[config.mk]
export PLATFORM = sky130hd
export DESIGN_NAME = spi_cmd_engine
export DESIGN_NICKNAME = d
export VERILOG_FILES = /design/src/rtl/spi_cmd_pkg.sv /design/src/rtl/spi_pin_sync.sv /design/src/rtl/spi_bit_shifter.sv /design/src/rtl/spi_cmd_engine.sv
export SDC_FILE = /design/constraint.sdc
export NUM_CORES = 1
export LEC_CHECK = 0
export BUFFER_PORTS_ARGS = -buffer_cell sky130_fd_sc_hd__buf_4
export CORE_ASPECT_RATIO = 1.5
export CORE_MARGIN = 4
export CORE_UTILIZATION = 61
export DETAILED_ROUTE_END_ITERATION = 6
export PLACE_DENSITY = 0.82
export SETUP_SLACK_MARGIN = 0.4
export SLEW_MARGIN = 20
export SYNTH_ARGS = -nofsm -noshare
export SYNTH_HDL_FRONTEND = slang
export SYNTH_HIERARCHICAL = 1
export SYNTH_SLANG_ARGS = --single-unit
[constraint.sdc]
create_clock -name clk -period 9.7 [get_ports clk]
set_input_delay 1.94 -clock clk [delete_from_list [all_inputs] [get_ports clk]]
set_output_delay 1.94 -clock clk [all_outputs]
set_load 0.005 [all_outputs]
[src/rtl/spi_cmd_pkg.sv]
package spi_cmd_pkg;
    localparam int BYTE_BITS = 8;
    localparam int WORD_BITS = 32;
    localparam int LEN_BITS  = 16;

    localparam logic [7:0] MAGIC_A   = 8'h12;
    localparam logic [7:0] MAGIC_B   = 8'h4A;
    localparam logic [7:0] MAGIC_C   = 8'h5C;
    localparam logic [7:0] RSP_OK    = 8'h58;
    localparam logic [7:0] RSP_BUSY  = 8'h54;
    localparam logic [7:0] RSP_FAIL  = 8'h52;
    localparam logic [7:0] RSP_START = 8'h55;

    typedef enum logic [3:0] {
        PH_CMD1, PH_MAGIC, PH_DUMMY, PH_CMD2, PH_LEN,
        PH_ADDR, PH_WDATA, PH_RWAIT, PH_RDATA, PH_DRAIN
    } phase_t;

    function automatic logic [LEN_BITS-1:0] short_len(input logic [1:0] code);
        return (code == 2'b00) ? LEN_BITS'(4) : LEN_BITS'(code);
    endfunction
endpackage

[src/rtl/spi_pin_sync.sv]
module spi_pin_sync #(
    parameter int STAGES = 2
) (
    input  logic clk,
    input  logic rst_n,
    input  logic sclk_i,
    input  logic mosi_i,
    input  logic cs_n_i,
    output logic sclk_rise,
    output logic sclk_fall,
    output logic mosi_s,
    output logic cs_act
);
    localparam int LAST = STAGES - 1;

    logic [2:0] stage_q [STAGES];
    logic       sclk_prev_q;

    always_ff @(posedge clk or negedge rst_n) begin
        if (!rst_n) begin
            for (int i = 0; i < STAGES; i++) stage_q[i] <= 3'b100;
            sclk_prev_q <= 1'b0;
        end else begin
            stage_q[0] <= {cs_n_i, mosi_i, sclk_i};
            for (int i = 1; i < STAGES; i++) stage_q[i] <= stage_q[i-1];
            sclk_prev_q <= stage_q[LAST][0];
        end
    end

    assign cs_act    = ~stage_q[LAST][2];
    assign mosi_s    = stage_q[LAST][1];
    assign sclk_rise = stage_q[LAST][0] & ~sclk_prev_q;
    assign sclk_fall = ~stage_q[LAST][0] & sclk_prev_q;
endmodule

[src/rtl/spi_bit_shifter.sv]
module spi_bit_shifter
    import spi_cmd_pkg::*;
(
    input  logic                 clk,
    input  logic                 rst_n,
    input  logic                 cs_act,
    input  logic                 sclk_rise,
    input  logic                 sclk_fall,
    input  logic                 mosi_s,
    input  logic                 wide_unit,
    input  logic [WORD_BITS-1:0] load_val,
    output logic                 unit_done,
    output logic [WORD_BITS-1:0] unit_val,
    output logic                 miso
);
    localparam int CNT_W = $clog2(WORD_BITS);

    typedef struct packed {
        logic [WORD_BITS-1:0] rx;
        logic [WORD_BITS-1:0] tx;
        logic [CNT_W-1:0]     cnt;
        logic                 pend;
        logic [WORD_BITS-1:0] pval;
    } shift_t;

    shift_t q, d;
    logic [CNT_W-1:0] last_bit;

    assign last_bit  = wide_unit ? CNT_W'(WORD_BITS-1) : CNT_W'(BYTE_BITS-1);
    assign unit_val  = {q.rx[WORD_BITS-2:0], mosi_s};
    assign unit_done = cs_act & sclk_rise & (q.cnt == last_bit);
    assign miso      = cs_act & q.tx[WORD_BITS-1];

    always_comb begin
        d = q;
        if (!cs_act) begin
            d = '0;
        end else begin
            if (sclk_rise) begin
                d.rx = unit_val;
                if (q.cnt == last_bit) begin
                    d.cnt  = '0;
                    d.pend = 1'b1;
                    d.pval = load_val;
                end else begin
                    d.cnt = q.cnt + 1'b1;
                end
            end
            if (sclk_fall) begin
                if (q.pend) begin
                    d.tx   = q.pval;
                    d.pend = 1'b0;
                end else begin
                    d.tx = q.tx << 1;
                end
            end
        end
    end

    always_ff @(posedge clk or negedge rst_n) begin
        if (!rst_n) q <= '0;
        else        q <= d;
    end
endmodule

[src/rtl/spi_cmd_engine.sv]
module spi_cmd_engine
    import spi_cmd_pkg::*;
#(
    parameter int SYNC_STAGES = 2
) (
    input  logic                 clk,
    input  logic                 rst_n,
    input  logic                 spi_sclk,
    input  logic                 spi_mosi,
    input  logic                 spi_cs_n,
    output logic                 spi_miso,
    output logic                 txn_valid,
    output logic                 txn_write,
    output logic                 txn_mem,
    output logic                 txn_frame,
    output logic                 txn_wide,
    output logic [5:0]           txn_reg_addr,
    output logic [LEN_BITS-1:0]  txn_len,
    output logic [WORD_BITS-1:0] txn_addr,
    output logic                 wr_valid,
    output logic [WORD_BITS-1:0] wr_data,
    input  logic [WORD_BITS-1:0] rd_data,
    input  logic                 rd_ready,
    output logic                 rd_take,
    input  logic                 dev_busy
);
    localparam int REM_W = LEN_BITS + 1;

    typedef struct packed {
        phase_t               ph;
        logic [1:0]           cnt;
        logic                 unlocked;
        logic [7:0]           c1;
        logic                 wide;
        logic [5:0]           reg_addr;
        logic [LEN_BITS-1:0]  len;
        logic [WORD_BITS-1:0] addr;
        logic [REM_W-1:0]     rem;
        logic                 txn_v;
        logic                 wr_v;
        logic [WORD_BITS-1:0] wr_d;
        logic                 take;
    } eng_t;

    eng_t q, d;

    logic sclk_rise, sclk_fall, mosi_s, cs_act;
    logic unit_done, wide_unit, hdr_done, stat_now;
    logic [WORD_BITS-1:0] unit_val, load_val;
    logic [7:0] b;
    logic [REM_W-1:0] ub;
    logic init_flag;

    spi_pin_sync #(.STAGES(SYNC_STAGES)) i_sync (
        .clk(clk), .rst_n(rst_n), .sclk_i(spi_sclk), .mosi_i(spi_mosi),
        .cs_n_i(spi_cs_n), .sclk_rise(sclk_rise), .sclk_fall(sclk_fall),
        .mosi_s(mosi_s), .cs_act(cs_act)
    );

    spi_bit_shifter i_shift (
        .clk(clk), .rst_n(rst_n), .cs_act(cs_act), .sclk_rise(sclk_rise),
        .sclk_fall(sclk_fall), .mosi_s(mosi_s), .wide_unit(wide_unit),
        .load_val(load_val), .unit_done(unit_done), .unit_val(unit_val),
        .miso(spi_miso)
    );

    assign wide_unit = q.wide && (q.ph inside {PH_WDATA, PH_RWAIT, PH_RDATA});
    assign b         = unit_val[7:0];
    assign ub        = q.wide ? REM_W'(4) : REM_W'(1);

    // Next-state logic: all decisions happen on the rising edge that ends a unit
    always_comb begin
        d        = q;
        d.txn_v  = 1'b0;
        d.wr_v   = 1'b0;
        d.take   = 1'b0;
        load_val = '0;
        hdr_done = 1'b0;
        stat_now = 1'b0;
        if (!cs_act) begin
            d.ph  = PH_CMD1;
            d.cnt = '0;
        end else if (unit_done) begin
            unique case (q.ph)
                PH_CMD1: begin
                    d.c1  = b;
                    d.cnt = '0;
                    if (b == MAGIC_A)
                        d.ph = PH_MAGIC;
                    else if (q.unlocked && b[7:6] != 2'b00)
                        d.ph = PH_CMD2;
                    else
                        d.ph = PH_DRAIN;
                end
                PH_MAGIC: begin
                    if (q.cnt == 2'd0 && b == MAGIC_B) begin
                        d.cnt = 2'd1;
                    end else if (q.cnt == 2'd1 && b == MAGIC_C) begin
                        d.ph = PH_DUMMY;
                        if (q.unlocked) begin
                            load_val[31:24] = RSP_FAIL;
                        end else if (dev_busy) begin
                            load_val[31:24] = RSP_BUSY;
                        end else begin
                            load_val[31:24] = RSP_OK;
                            d.unlocked      = 1'b1;
                        end
                    end else begin
                        d.ph = PH_DRAIN;
                    end
                end
                PH_CMD2: begin
                    stat_now = 1'b1;
                    if (q.c1[7] || b[7]) begin
                        load_val[31:24] = RSP_FAIL;
                        d.ph            = PH_DRAIN;
                    end else if (dev_busy) begin
                        load_val[31:24] = RSP_BUSY;
                        d.ph            = PH_DRAIN;
                    end else begin
                        load_val[31:24] = RSP_OK;
                        d.wide          = b[6];
                        d.reg_addr      = b[5:0];
                        d.len           = short_len(q.c1[1:0]);
                        d.cnt           = '0;
                        if (!q.c1[4])     hdr_done = 1'b1;
                        else if (q.c1[2]) d.ph = PH_LEN;
                        else if (!q.c1[3]) d.ph = PH_ADDR;
                        else              hdr_done = 1'b1;
                    end
                end
                PH_LEN: begin
                    if (q.cnt == 2'd0) begin
                        d.len[7:0] = b;
                        d.cnt      = 2'd1;
                    end else begin
                        d.len[15:8] = b;
                        d.cnt       = '0;
                        if (!q.c1[3]) d.ph = PH_ADDR;
                        else          hdr_done = 1'b1;
                    end
                end
                PH_ADDR: begin
                    d.addr = {b, q.addr[WORD_BITS-1:8]};
                    d.cnt  = q.cnt + 1'b1;
                    if (q.cnt == 2'd3) hdr_done = 1'b1;
                end
                PH_WDATA: begin
                    d.wr_v = 1'b1;
                    d.wr_d = q.wide ? unit_val : {24'h0, b};
                    if (q.rem <= ub) begin
                        d.rem = '0;
                        d.ph  = PH_DRAIN;
                    end else begin
                        d.rem = q.rem - ub;
                    end
                end
                PH_RWAIT: begin
                    if (rd_ready) begin
                        load_val = q.wide ? 32'h55 : {RSP_START, 24'h0};
                        d.ph     = PH_RDATA;
                    end
                end
                PH_RDATA: begin
                    if (q.rem == '0) begin
                        d.ph = PH_DRAIN;
                    end else begin
                        load_val = q.wide ? rd_data : {rd_data[7:0], 24'h0};
                        d.take   = 1'b1;
                        d.rem    = (q.rem > ub) ? q.rem - ub : '0;
                    end
                end
                default: d.ph = PH_DRAIN;
            endcase

            if (hdr_done) begin
                d.txn_v = 1'b1;
                d.rem   = {1'b0, d.len};
                if (q.c1[5]) begin
                    d.ph = (d.len == '0) ? PH_DRAIN : PH_WDATA;
                end else begin
                    d.ph = PH_RWAIT;
                    if (!stat_now && rd_ready) begin
                        load_val = d.wide ? 32'h55 : {RSP_START, 24'h0};
                        d.ph     = PH_RDATA;
                    end
                end
            end
        end
    end

    always_ff @(posedge clk or negedge rst_n) begin
        if (!rst_n) begin
            q    <= '0;
            q.ph <= PH_CMD1;
        end else begin
            q <= d;
        end
    end

    assign init_flag    = q.unlocked;
    assign txn_valid    = q.txn_v;
    assign txn_write    = q.c1[5];
    assign txn_mem      = q.c1[4];
    assign txn_frame    = q.c1[3];
    assign txn_wide     = q.wide;
    assign txn_reg_addr = q.reg_addr;
    assign txn_len      = q.len;
    assign txn_addr     = q.addr;
    assign wr_valid     = q.wr_v;
    assign wr_data      = q.wr_d;
    assign rd_take      = q.take;
endmodule

**After elaboration in Yosys (flattened, before gate mapping)**

Cells that the tools add are included.

- Bits of input ports: 39
- Bits in registers: 230
- Output and inout port bits: 94
- Logic and storage cells: 185

- $add $sub $neg: 3
- Magnitude comparators: 2
- Multiplexer cells: 93
- Reductions and logical operators: 30
- Bitwise logic cells: 9
- Equality and inequality tests: 27

Operator list:

| kind | number |
|---|---|
| two-way mux 32 bit | 10 |
| two-way mux 31 bit | 4 |
| two-way mux 122 bit | 1 |
| two-way mux 101 bit | 1 |
| two-way mux 4 bit | 19 |
| two-way mux 33 bit | 2 |
| two-way mux 17 bit | 3 |
| one-hot mux 24 bit (2 select lines) | 1 |
| two-way mux 23 bit | 2 |
| two-way mux 38 bit | 1 |
| two-way mux 35 bit | 1 |
| two-way mux 7 bit | 5 |
| one-hot mux 17 bit (2 select lines) | 1 |
| two-way mux 16 bit | 2 |
| two-way mux 8 bit | 4 |
| one-hot mux 16 bit (2 select lines) | 1 |
| one-hot mux 4 bit (8 select lines) | 1 |
| one-hot mux 8 bit (4 select lines) | 1 |
| two-way mux 1 bit | 22 |
| two-way mux 18 bit | 1 |
| greater-than comparator 17 x 3 -> 1 bit | 1 |
| less-or-equal comparator 17 x 3 -> 1 bit | 1 |
| logical NOT 17 bit | 1 |
| subtractor 17 x 3 -> 17 bit | 1 |
| other kinds (39) | 77 |

**Logic depth before layout (Yosys ltp)**

Gate-level depths: netlist (run 1).

- Depth after elaboration: 19
- Gate-level depth with buffers: 18
- Gate-level depth less buffers: 13

**Hierarchy**

Netlist (run 1), hierarchy kept.

Modules (own cells, without submodules):

| module | times used | cells each | area each (sq um) | sequential area each (sq um) |
|---|---|---|---|---|
| spi_cmd_engine | 1 | 753 | 7,220.7 | 3,027.9 |
| spi_bit_shifter | 1 | 449 | 4,964.8 | 2,527.4 |
| spi_pin_sync | 1 | 10 | 196.4 | 177.7 |

**Worst setup path after synthesis (run 1)**

Ideal clock, no wire load.

- Path type: in2reg
- Start: input port dev_busy
- End: register i_shift/q[0] in the netlist's numbering
- Setup time: 0.079 ns
- Required time: 9.621 ns
- Arrival time: 3.587 ns
- Stages: 9
- Slack: 6.034 ns
- Path buffers: 1
- Path through: or3_1 -> nor2_2 -> a221oi_4 -> buf_2 -> nor3_1 -> a31oi_1 -> a21oi_1 -> nand2_1 -> mux2i_1

- Longest elaborated chain between the ends: 13
- Elaborated cells on any way between the ends: 18
- Those cells by class: mux: 18

Ends and longest elaborated chain:

| what | line | RTL |
|---|---|---|
| from (decl) | spi_cmd_engine.sv:25 | `input logic dev_busy` |
| two-way mux 23 bit | spi_cmd_engine.sv:117 | `end else if (dev_busy) begin` |
| two-way mux 23 bit | spi_cmd_engine.sv:114 | `if (q.c1[7] \|\| b[7]) begin` |
| two-way mux 7 bit | spi_cmd_engine.sv:84 | `unique case (q.ph)` |
| two-way mux 7 bit | spi_cmd_engine.sv:83 | `end else if (unit_done) begin` |
| two-way mux 7 bit | spi_cmd_engine.sv:80 | `if (!cs_act) begin` |
| two-way mux 31 bit | spi_cmd_engine.sv:184 | `load_val = d.wide ? 32'h55 : {RSP_START, 24'h0};` |
| two-way mux 32 bit | spi_cmd_engine.sv:183 | `if (!stat_now && rd_ready) begin` |
| two-way mux 32 bit | spi_cmd_engine.sv:179 | `if (q.c1[5]) begin` |
| two-way mux 32 bit (*) | spi_cmd_engine.sv:176 | `if (hdr_done) begin` |
| two-way mux 32 bit (*) | spi_cmd_engine.sv:83 |  |
| net load_val[0] | spi_cmd_engine.sv:49 | `logic [WORD_BITS-1:0] unit_val, load_val;` |
| two-way mux 33 bit (*) | spi_bit_shifter.sv:41 | `if (q.cnt == last_bit) begin` |
| two-way mux 38 bit (*) | spi_bit_shifter.sv:39 | `if (sclk_rise) begin` |
| two-way mux 101 bit (*) | spi_bit_shifter.sv:36 | `if (!cs_act) begin` |
| to (signal assigned) | spi_bit_shifter.sv:61 | `if (!rst_n) q <= '0;` |
| to (signal assigned) | spi_bit_shifter.sv:62 | `else q <= d;` |
| to (decl) | spi_bit_shifter.sv:26 | `shift_t q, d;` |

Mark *: on every way through the listed nets, which the timed path passes. The rest lies on a longest branch. The select of a mux whose other input is x is not followed.
A chain may end at the register's enable or synchronous reset.

**Worst setup path in the final report (run 1)**

- Start: register i_sync.sclk_prev_q
- End: register i_shift/q[1] in the netlist's numbering

- Longest elaborated chain between the ends: 8
- Elaborated cells on any way between the ends: 10
- Those cells by class: mux: 4; bitwise: 4; reduce/logical: 2

Ends and longest elaborated chain:

| what | line | RTL |
|---|---|---|
| from (decl) | spi_pin_sync.sv:17 | `logic sclk_prev_q;` |
| from (signal assigned) | spi_pin_sync.sv:26 | `sclk_prev_q <= stage_q[LAST][0];` |
| inverter 1 bit | spi_pin_sync.sv:32 | `assign sclk_rise = stage_q[LAST][0] & ~sclk_prev_q;` |
| bitwise AND 1 bit | spi_pin_sync.sv:32 |  |
| net sclk_rise | spi_cmd_engine.sv:47 | `logic sclk_rise, sclk_fall, mosi_s, cs_act;` |
| bitwise AND 1 bit (2 in series) | spi_bit_shifter.sv:31 | `assign unit_done = cs_act & sclk_rise & (q.cnt == last_bit);` |
| net unit_done | spi_cmd_engine.sv:48 | `logic unit_done, wide_unit, hdr_done, stat_now;` |
| two-way mux 32 bit | spi_cmd_engine.sv:83 |  |
| net load_val[1] | spi_cmd_engine.sv:49 |  |
| two-way mux 33 bit | spi_bit_shifter.sv:41 |  |
| two-way mux 38 bit | spi_bit_shifter.sv:39 |  |
| two-way mux 101 bit | spi_bit_shifter.sv:36 |  |

The timed path passes the listed nets, and every way through them passes these cells. The select of a mux whose other input is x is not followed.

==> results of run 1 <==
==> power groups by stage <==
stage	combinational, mW	sequential [mW]	clock, mW
final	0.0770	0.973	0.890
after floorplan	0.0393	0.987	0
after CTS	0.0787	0.973	0.908
after detailed placement	0.0781	0.990	0
after global routing	0.0866	0.973	0.946
after global placement	0.0769	0.990	0
==> final cells by class <==
type | instances | share of cell area, %
Sequential cell | 229 | 43.2
Timing Repair Buffer | 144 | 8.21
Tap cell | 260 | 2.45
Multi-Input combinational cell | 762 | 39.8
Inverter | 22 | 0.632
Clock inverter | 7 | 0.726
Clock buffer | 33 | 5.00
==> worst max-delay path by stage <==
stage                             from            end  depth (start not counted)
floorplan                     dev_busy   i_shift/q[0]                          9
global placement    i_sync/sclk_prev_q  i_shift/q[23]                         11
detailed placement  i_sync/sclk_prev_q   i_shift/q[8]                         11
CTS                 i_sync/sclk_prev_q   i_shift/q[8]                         11
global route        i_sync/sclk_prev_q  i_shift/q[19]                         11
finish              i_sync/sclk_prev_q   i_shift/q[1]                         11
==> metrics by stage <==
stage | cells | utilization, % | instance area [um2] | hold WS [ns]
after floorplan | 1212 | - | 12400 | 0.331
after global placement | 1417 | 63.0 | 12500 | 0.335
after detailed placement | 1417 | 63.0 | 12500 | 0.336
after CTS | 1457 | 66.8 | 13300 | 0.350
after global routing | 1457 | 66.8 | 13300 | 0.370
final | 1457 | 66.8 | 13300 | 0.348
==> flip-flops by register name (all words and copies together), names as in the netlist <==
name,cells
wr_data,32
i_sync/stage_q,5
i_sync/sclk_prev_q,1
txn_mem,1
i_shift/q,70
rd_take,1
txn_wide,1
q,27
txn_valid,1
txn_write,1
txn_len,16
i_shift/unit_val,31
txn_addr,32
txn_frame,1
i_sync/mosi_s,1
init_flag,1
txn_reg_addr,6
wr_valid,1
==> logic make-up after synthesis <==
group | Yosys count
fa+ha+maj | 7
simple gates | 377
buf+inv | 221
flops | 229
mux | 158
compound gates | 216
xor+xnor | 4
==> cell usage after synthesis (all sizes together), types with 9 or more instances <==
cell | count | share of area, %
nand2 | 193 | 5.9
o21ai | 61 | 2.5
clkbuf | 48 | 1.5
dfrtp | 227 | 46
nand4 | 9 | 0.45
a22o | 14 | 0.99
a22oi | 18 | 1.1
o211ai | 9 | 0.55
mux2i | 99 | 8.0
o211a | 32 | 2.6
a21oi | 25 | 1.0
nor2b | 39 | 2.0
mux2 | 59 | 5.4
and3 | 9 | 0.45
nor3 | 14 | 0.57
nand3 | 20 | 0.81
nor2 | 33 | 1.1
buf | 151 | 9.1
and2 | 25 | 1.3
inv | 22 | 0.67
==> per-layer routing <==
| layer | vias to the layer above | share of wire (%) | track usage [%] |
|---|---|---|---|
| met1 | 4331 | 39 | 29.4 |
| met3 | 74 | 5.4 | 3.69 |
| met2 | 289 | 52 | 41.9 |
| li1 | 4053 | - | - |
| met5 | - | 0 | 0 |
| met4 | 0 | 3.6 | 8.64 |
==> impl_metrics.csv, run 1 <==
group,metric,value,unit
drt,viasPerCell,6.00,
placement,post-place-ws,4.97,ns
floorplan,die_area,22700,um2
synth,syn_inst,1212,
synth,async_flop_share,100,%
critical_path,crit_top_cell,"and2_1",
timing,rsz0062_at_grt,"false",
drt,ant_nets,0,
synth,ys_warn_count,6,
hold_path,min_to,"i_sync/mosi_s",
pwr,p_per_area,146,nW/um2
synth,mappedNetlistArea,12400,um2
pwr,ir_worst_vdd,186,uV
synth,yosys.area_share.simple,14.9,%
cells_and_area,syn_to_final_growth,7.12,%
clock_tree,cts-root-buf,"clkbuf_16",
pwr,power,1.94,mW
critical_path,regToRegStartpoint,"i_sync/sclk_prev_q",
critical_path,worst-setup-path-type,"flop to flop",
run_status,status,"finished clean",
cells_and_area,layout.cells.most_common,"dfrtp_1",
timing,hold_viol_final,0,
critical_path,crit_path_end_kind,"flop",
synth,syn-num-nets,1258,
synth,ys_types,80,
critical_path,crit_fanout,38,
critical_path,r2r_slack,4.96,ns
cells_and_area,fillers,1607,
critical_path,r2r-end,"i_shift/q[1]",
timing,timing.fmax,211,MHz
hold_path,hold_start,"i_sync/stage_q[4]",
critical_path,crit_family,"simple AND/OR/NAND/NOR gates",
drt,vias,8747,
synth,synth_top_family_by_area,"simple AND/OR/NAND/NOR gates",
synth,ys_seq_area_share,46.3,%
drt,drc,0,
clock_tree,numClockSinks,229,
clock_tree,post_cts_resize_count,0,
synth,synth_edf_count,0,
synth,synth-adder-area-share,0.707,%
clock_tree,clk_latency,0.51,ns
timing,setup-violations-final,0,
cells_and_area,drive_above_1_share,21.8,%
critical_path,critPathSlowestCell,"and2b_2",
drt,drt_iter0_drc,694,
clock_tree,cts_setup_buffers,0,
pwr,sw_frac_of_total,21.5,%
timing,clock_skew,0.0180,ns
floorplan,io_pins,133,
cells_and_area,multi_input_comb_area,5270,um2
global_routing,grt_pass1_vias,8648,
synth,synth_compound_area_share,13.2,%
floorplan,start_util,62.3,%
synth,syn_avg_cell_area,10.2,um2
global_routing,grt.overflow.total,0,
clock_tree,cts_tree,"yes",
synth,yosys_register_bits,229,
timing,fin_ws,4.96,ns
pwr,leakage,6.33,nW
floorplan,dieWidth,124,um
floorplan,die_y,182,um
timing,slew_headroom,26.0,%
global_routing,grt_pass1_wl,44800,um
global_routing,grt_util_all_layers,23.7,%
timing,post-route-period-util,48.9,%
cells_and_area,nets,1227,
clock_tree,path_clk_slew,0.07,ns
placement,hpwl,18400,um
critical_path,cp.buffers_inverters,1,
critical_path,cp-start-kind,"flop",
clock_tree,cts_buffer_depth,3,
drt,wl_per_cell,18.9,um
pwr,p_int,1.52,mW
critical_path,arrival,5.17,ns
placement,place_congestion,0.919,
drt,first_pass_iters,5,
synth,synth_top_flop_cell,"dfrtp_1",
global_routing,grt_antenna_before_repair,0,
synth,synth_xor_area_share,0.283,%
critical_path,slowest_delay,0.95,ns
clock_tree,numCtsBuffers,22,
pwr,p_switching,0.417,mW
critical_path,critPathRequiredTime,10.13,ns
cells_and_area,layout_common_cells,"226 x dfrtp_1, 192 x nand2_1, 143 x buf_4",
timing,tightest_slew,1.11,ns
timing,fin_crit,4.74,ns
hold_path,whs_path_depth,0,
floorplan,rows,63,
run,maxCapViolCount,0,
critical_path,r2r_cells,11,
pwr,p_comb_share,4.0,%
cells_and_area,diodes,0,
drt,routed_wl,27500,um
synth,synth_mux_area_share,13.4,%
floorplan,coreArea,19900,um2
clock_tree,hold_buffers,0,
timing,maxSlewViolCount,0,
cells_and_area,seqCellArea,5730,um2
hold_path,min_path_type,"flop to flop",
critical_path,worstPathCellList,"and2b_2, nand3_1, a21oi_4, buf_4, and2_1, and2_1, nand2_2, nor2_1, and2_1, nand2_1, mux2i_1",
timing,finalSetupTns,0,ns
placement,io_buffers,132,
clock_tree,htreeDepth,1,
pwr,seqPwrFrac,50.1,%
global_routing,grt_max_degree,87,
pwr,p_clk_share,45.9,%
No activity file was read; power rests on OpenSTA's default activity.
==> inputs of run 2 (changes only) <==
Settings changed: CORE_UTILIZATION 61 to 54, PLACE_DENSITY 0.82 to 0.77.
Clock period 9.7 ns to 4 ns, I/O delays scaled along.
==> impl_metrics.csv, run 2 (synthesis gave the netlist of run 1 again) <==
group,metric,value,unit
run_status,status,"finished clean",
critical_path,cp-start-kind,"flop",
global_routing,grt_pass1_vias,8783,
timing,timing.hold.ws,0.347,ns
placement,place_congestion,0.955,
floorplan,rows,67,
drt,vias,8688,
floorplan,coreArea,22500,um2
clock_tree,numClockSinks,229,
timing,post-route-period-util,84.5,%
placement,dp.cells,1444,
drt,wl_per_cell,18.6,um
critical_path,r2r_slack,0.62,ns
placement,post-place-ws,0.651,ns
floorplan,die_y,193,um
pwr,p_per_area,366,nW/um2
global_routing,grt_util_all_layers,21.4,%
drt,ant_nets,0,
cells_and_area,layout_common_cells,"226 x dfrtp_1, 192 x nand2_1, 153 x buf_4",
timing,hold_viol_final,0,
pwr,ir_worst_vdd,357,uV
drt,viasPerCell,5.84,
cells_and_area,syn_to_final_growth,8.86,%
pwr,leakage,6.43,nW
drt,routed_wl,27700,um
timing,rsz0062_at_grt,"false",
clock_tree,numCtsBuffers,24,
floorplan,dieWidth,132,um
run,maxCapViolCount,0,
floorplan,start_util,55.1,%
timing,setup-violations-final,0,
timing,fin_crit,3.38,ns
drt,drt_iter0_drc,716,
clock_tree,cts_tree,"yes",
critical_path,critPathRequiredTime,4.40,ns
critical_path,arrival,3.78,ns
global_routing,grt.overflow.total,0,
placement,hpwl,18800,um
timing,tightest_slew,0.978,ns
cells_and_area,finalNonFillerCells,1488,
timing,timing.fmax,296,MHz
timing,fin_ws,0.618,ns
drt,first_pass_iters,5,
cells_and_area,drive_above_1_share,22.9,%
critical_path,worst-setup-path-type,"flop to flop",
drt,drc,0,
cells_and_area,diodes,0,
floorplan,die_area,25500,um2
critical_path,crit_fanout,21,
timing,finalSetupTns,0,ns
clock_tree,post_cts_resize_count,0,
global_routing,grt_pass1_wl,45700,um
placement,io_buffers,132,
timing,slew_headroom,34.8,%
timing,clock_skew,0.0109,ns
clock_tree,path_clk_slew,0.06,ns
clock_tree,htreeDepth,1,
global_routing,grt_antenna_before_repair,0,
clock_tree,clk_latency,0.52,ns
clock_tree,hold_buffers,0,
clock_tree,cts_setup_buffers,0,
floorplan,io_pins,133,
global_routing,grt_max_degree,126,
critical_path,crit_path_end_kind,"flop",
timing,maxSlewViolCount,0,
clock_tree,cts_buffer_depth,3,
cells_and_area,largest_register_ffs,70,
clock_tree,cts-root-buf,"clkbuf_16",
cells_and_area,nets,1240,
cells_and_area,largest-register,"i_shift/q",
cells_and_area,layout.cells.most_common,"dfrtp_1",
hold_path,min_path_type,"flop to flop",
run 2: cell types whose count changed in the layout (fill, tap and decap cells not counted):
cell / change
clkbuf_1: -1
clkbuf_16: +2
clkinv_2: -1
clkbuf_8: -1
inv_4: +1
clkinvlp_4: +3
bufinv_16: +2
clkinv_8: -1
buf_12: +1
buf_4: +10
run 2: stage by stage:
step / area (um2) / total power, mW / util (%)
final: 13500 / 4.94 / 60.0
after global routing: 13500 / 5.11 / 60.0
after CTS: 13500 / 5.00 / 60.0
after detailed placement: 12600 / 2.60 / 56.2
after global placement: 12600 / 2.59 / 56.2
after floorplan: 12400 / 2.49 / -
run 2: worst paths after layout:
check | from | endpoint | depth (start not counted)
max | q[119] | q[38] | 8
min | i_sync/stage_q[4] | i_sync/mosi_s | 0
min in group asynchronous | rst_n | txn_addr[5] | 1
min reg2reg | i_sync/stage_q[4] | i_sync/mosi_s | 0
max in group asynchronous | rst_n | wr_data[12] | 2
max reg2reg | q[119] | q[38] | 8
run 2: layout make-up:
cell class	count	area (um2)
multi-input cells	762	5270
clock inverters	11	163
flip-flops and latches	229	5730
well taps	276	345
inverters	22	85.1
fillers	1883	8990
clock buffers	33	696
repair buffers	155	1180
run 2: where the power goes:
group          total [mW]  internal, mW  switching [mW]
logic               0.190        0.0738           0.116
clock network        2.39          1.47           0.914
registers            2.36          2.34          0.0193
total                4.94          3.89            1.05
run 2: metal layers:
metal / GRT usage, % / up-vias / share of wire, %
met2: 37.9 / 245 / 51
li1: - / 4079 / -
met1: 26.4 / 4278 / 40
met3: 2.99 / 86 / 4.5
met5: 0 / - / 0
met4: 8.41 / 0 / 3.7
run 2: critical path: stages (launching register included):
cell	delay [ns]
dfrtp_1	0.55
buf_4	0.24
nand4bb_1	0.38
nor2_2	0.60
a221oi_4	0.20
buf_4	0.25
nand2_1	0.56
o21ai_0	0.20
a22o_1	0.27
==> inputs of run 3 (changes only) <==
Settings changed: ABC_AREA set to 1.
Clock period 4 ns to 3.1 ns, I/O delays scaled along.
==> impl_metrics.csv, run 3 <==
group,metric,value,unit
run_status,status,"finished clean",
pwr,leakage,6.85,nW
synth,synth_commonest_cells,"338 x nand2_1, 227 x dfrtp_1, 142 x inv_1",
synth,syn-num-nets,1556,
critical_path,cp-start-kind,"flop",
critical_path,critPathRequiredTime,3.54,ns
timing,tightest_slew,0.851,ns
pwr,p_per_area,443,nW/um2
floorplan,rows,66,
critical_path,crit_path_end_kind,"flop",
clock_tree,htreeDepth,1,
synth,ys_top_cells_by_area,"dfrtp_1 47%, nand2_1 10%, buf_4 7.5%, nand3_1 4.9%, inv_1 4.4%",
timing,fin_crit,2.52,ns
clock_tree,cts_buffer_depth,3,
cells_and_area,largest_register_ffs,70,
cells_and_area,layout.cells.most_common,"nand2_1",
global_routing,grt.overflow.total,0,
placement,dp.cells,1752,
clock_tree,numCtsBuffers,23,
drt,routed_wl,30000,um
global_routing,grt_max_degree,78,
cells_and_area,syn_to_final_growth,10.1,%
floorplan,coreArea,21900,um2
global_routing,grt_pass1_wl,48700,um
cells_and_area,diodes,0,
clock_tree,numClockSinks,229,
clock_tree,path_clk_slew,0.06,ns
run,maxCapViolCount,0,
pwr,p_comb_share,3.4,%
floorplan,io_pins,133,
synth,synth_top_flop_cell,"dfrtp_1",
pwr,p_int,4.61,mW
placement,place_congestion,0.975,
cells_and_area,largest-register,"i_shift/q",
synth,mappedNetlistArea,12100,um2
pwr,p_switching,1.32,mW
clock_tree,cts_tree,"yes",
critical_path,worstPathCellList,"inv_2, nand2_2, nor3_4, inv_1, a21oi_2, nand2_1, nand2_1, nand3_2, nor2_4, nand2_4, clkinv_1, buf_12, nand2_1, a21oi_1, nand4_1, nand2_1",
placement,io_buffers,132,
critical_path,arrival,2.97,ns
pwr,sw_frac_of_total,22.2,%
drt,ant_nets,0,
floorplan,start_util,55.5,%
timing,timing.fmax,396,MHz
critical_path,critPathSlowestCell,"dfrtp_1",
pwr,ir_worst_vdd,331,uV
synth,yosysTopAreaCell,"dfrtp_1",
cells_and_area,layout_common_cells,"333 x nand2_1, 226 x dfrtp_1, 163 x buf_4",
synth,netlist.area_leader.share,46.8,%
global_routing,grt_pass1_vias,9849,
pwr,seqPwrFrac,50.7,%
clock_tree,clk_latency,0.50,ns
synth,ys_warn_count,6,
critical_path,crit_family,"simple AND/OR/NAND/NOR gates",
synth,syn_avg_cell_area,8.04,um2
cells_and_area,finalNonFillerCells,1796,
synth,yosys_register_bits,229,
floorplan,dieWidth,130,um
drt,drt_iter0_drc,899,
global_routing,grt_util_all_layers,23.9,%
pwr,p_clk_share,46.0,%
synth,ys_types,48,
timing,hold_viol_final,0,
critical_path,crit_fanout,26,
timing,finalSetupTns,0,ns
synth,synth.most_common_cell,"nand2_1",
critical_path,cp.buffers_inverters,4,
synth,ys_seq_area_share,47.2,%
critical_path,worst-setup-path-type,"flop to flop",
critical_path,slowest_delay,0.42,ns
timing,timing.hold.ws,0.0846,ns
floorplan,die_y,192,um
critical_path,crit_top_cell,"nand2_1",
cells_and_area,nets,1555,
placement,hpwl,21100,um
timing,clock_skew,0.0140,ns
drt,wl_per_cell,16.7,um
timing,setup-violations-final,0,
drt,viasPerCell,5.61,
hold_path,min_path_type,"input port to async pin",
synth,syn_inst,1510,
drt,vias,10100,
cells_and_area,drive_above_1_share,17.2,%
synth,synth_edf_count,0,
floorplan,die_area,25000,um2
drt,drc,0,
timing,post-route-period-util,81.4,%
timing,slew_headroom,43.2,%
pwr,power,5.92,mW
clock_tree,hold_buffers,0,
drt,first_pass_iters,7,
global_routing,grt_antenna_before_repair,0,
cells_and_area,final_util,61.1,%
synth,async_flop_share,100,%
clock_tree,cts-root-buf,"clkbuf_16",
timing,rsz0062_at_grt,"true",
cells_and_area,fillers,1910,
timing,maxSlewViolCount,0,
-- run 3: cell count changes after synthesis, sizes merged, moves of 51 or more --
cell   previous run  this run
o21ai            61       123
mux2             59         8
nand2           193       347
nor2             33       120
o22ai             6        64
mux2i            99         0
inv              22       152
nand3            20       120
-- run 3: cells by family (layout without fill, tap and decap cells) --
group	after synthesis	count (layout)	synth area share, %
multiplexers	8	8	0.742
AND/OR/NAND/NOR	641	641	23.0
buffers and inverters	350	364	15.1
AO/OA/AOI/OAI	262	262	12.3
adder cells (fa/ha/maj)	7	7	0.721
flip-flops	229	229	47.2
XOR/XNOR	13	13	0.938
-- run 3: layer usage --
metal / GRT usage [%] / vias up / wire length (um)
met4: 10.8 / 0 / 1470
li1: - / 4835 / -
met3: 2.42 / 89 / 1610
met5: 0 / - / 0
met2: 41.4 / 357 / 15100
met1: 30.1 / 4786 / 11800
-- run 3: power by group through the flow --
stage | Clock [mW] | Combinational [mW] | Sequential, mW
final | 2.72 | 0.199 | 3.00
after global routing | 2.90 | 0.224 | 3.00
after CTS | 2.78 | 0.202 | 3.00
after detailed placement | 0 | 0.201 | 3.06
after global placement | 0 | 0.199 | 3.06
after floorplan | 0 | 0.0713 | 3.06
-- run 3: per-stage QoR --
step                area (um2)  setup slack (ns)
finish                   13400             0.576
detailed placement       12500             0.285
floorplan                12200             0.419
global route             13400             0.372
CTS                      13300             0.439
global placement         12500             0.345
-- run 3: path summary, 6_finish.rpt --
path	startpoint	slack (ns)	depth (start not counted)	to
hold reg to reg	i_sync/stage_q[3]	0.35	0	i_sync/stage_q[0]
min in group clk	spi_mosi	0.23	1	i_sync/stage_q[4]
hold / removal	rst_n	0.08	1	txn_len[8]
setup / recovery	q[118]	0.58	16	i_shift/q[6]
max in group asynchronous	rst_n	2.18	2	wr_data[24]
setup reg to reg	q[118]	0.58	16	i_shift/q[6]
-- run 3: cell type report --
cell class | count | area, um2 | area share [%]
clock buffers | 30 | 642 | 4.80
clock inverters | 10 | 96.3 | 0.721
inverters | 155 | 588 | 4.40
multi-input cells | 931 | 4630 | 34.6
flip-flops and latches | 229 | 5730 | 42.9
well taps | 272 | 340 | 2.55
repair buffers | 169 | 1340 | 10.0
-- run 3: timing repair --
item	in CTS	in global routing
pin swaps	0	1
setup buffers	0	4
endpoints found under the setup margin	43	67
resized for setup	7	7
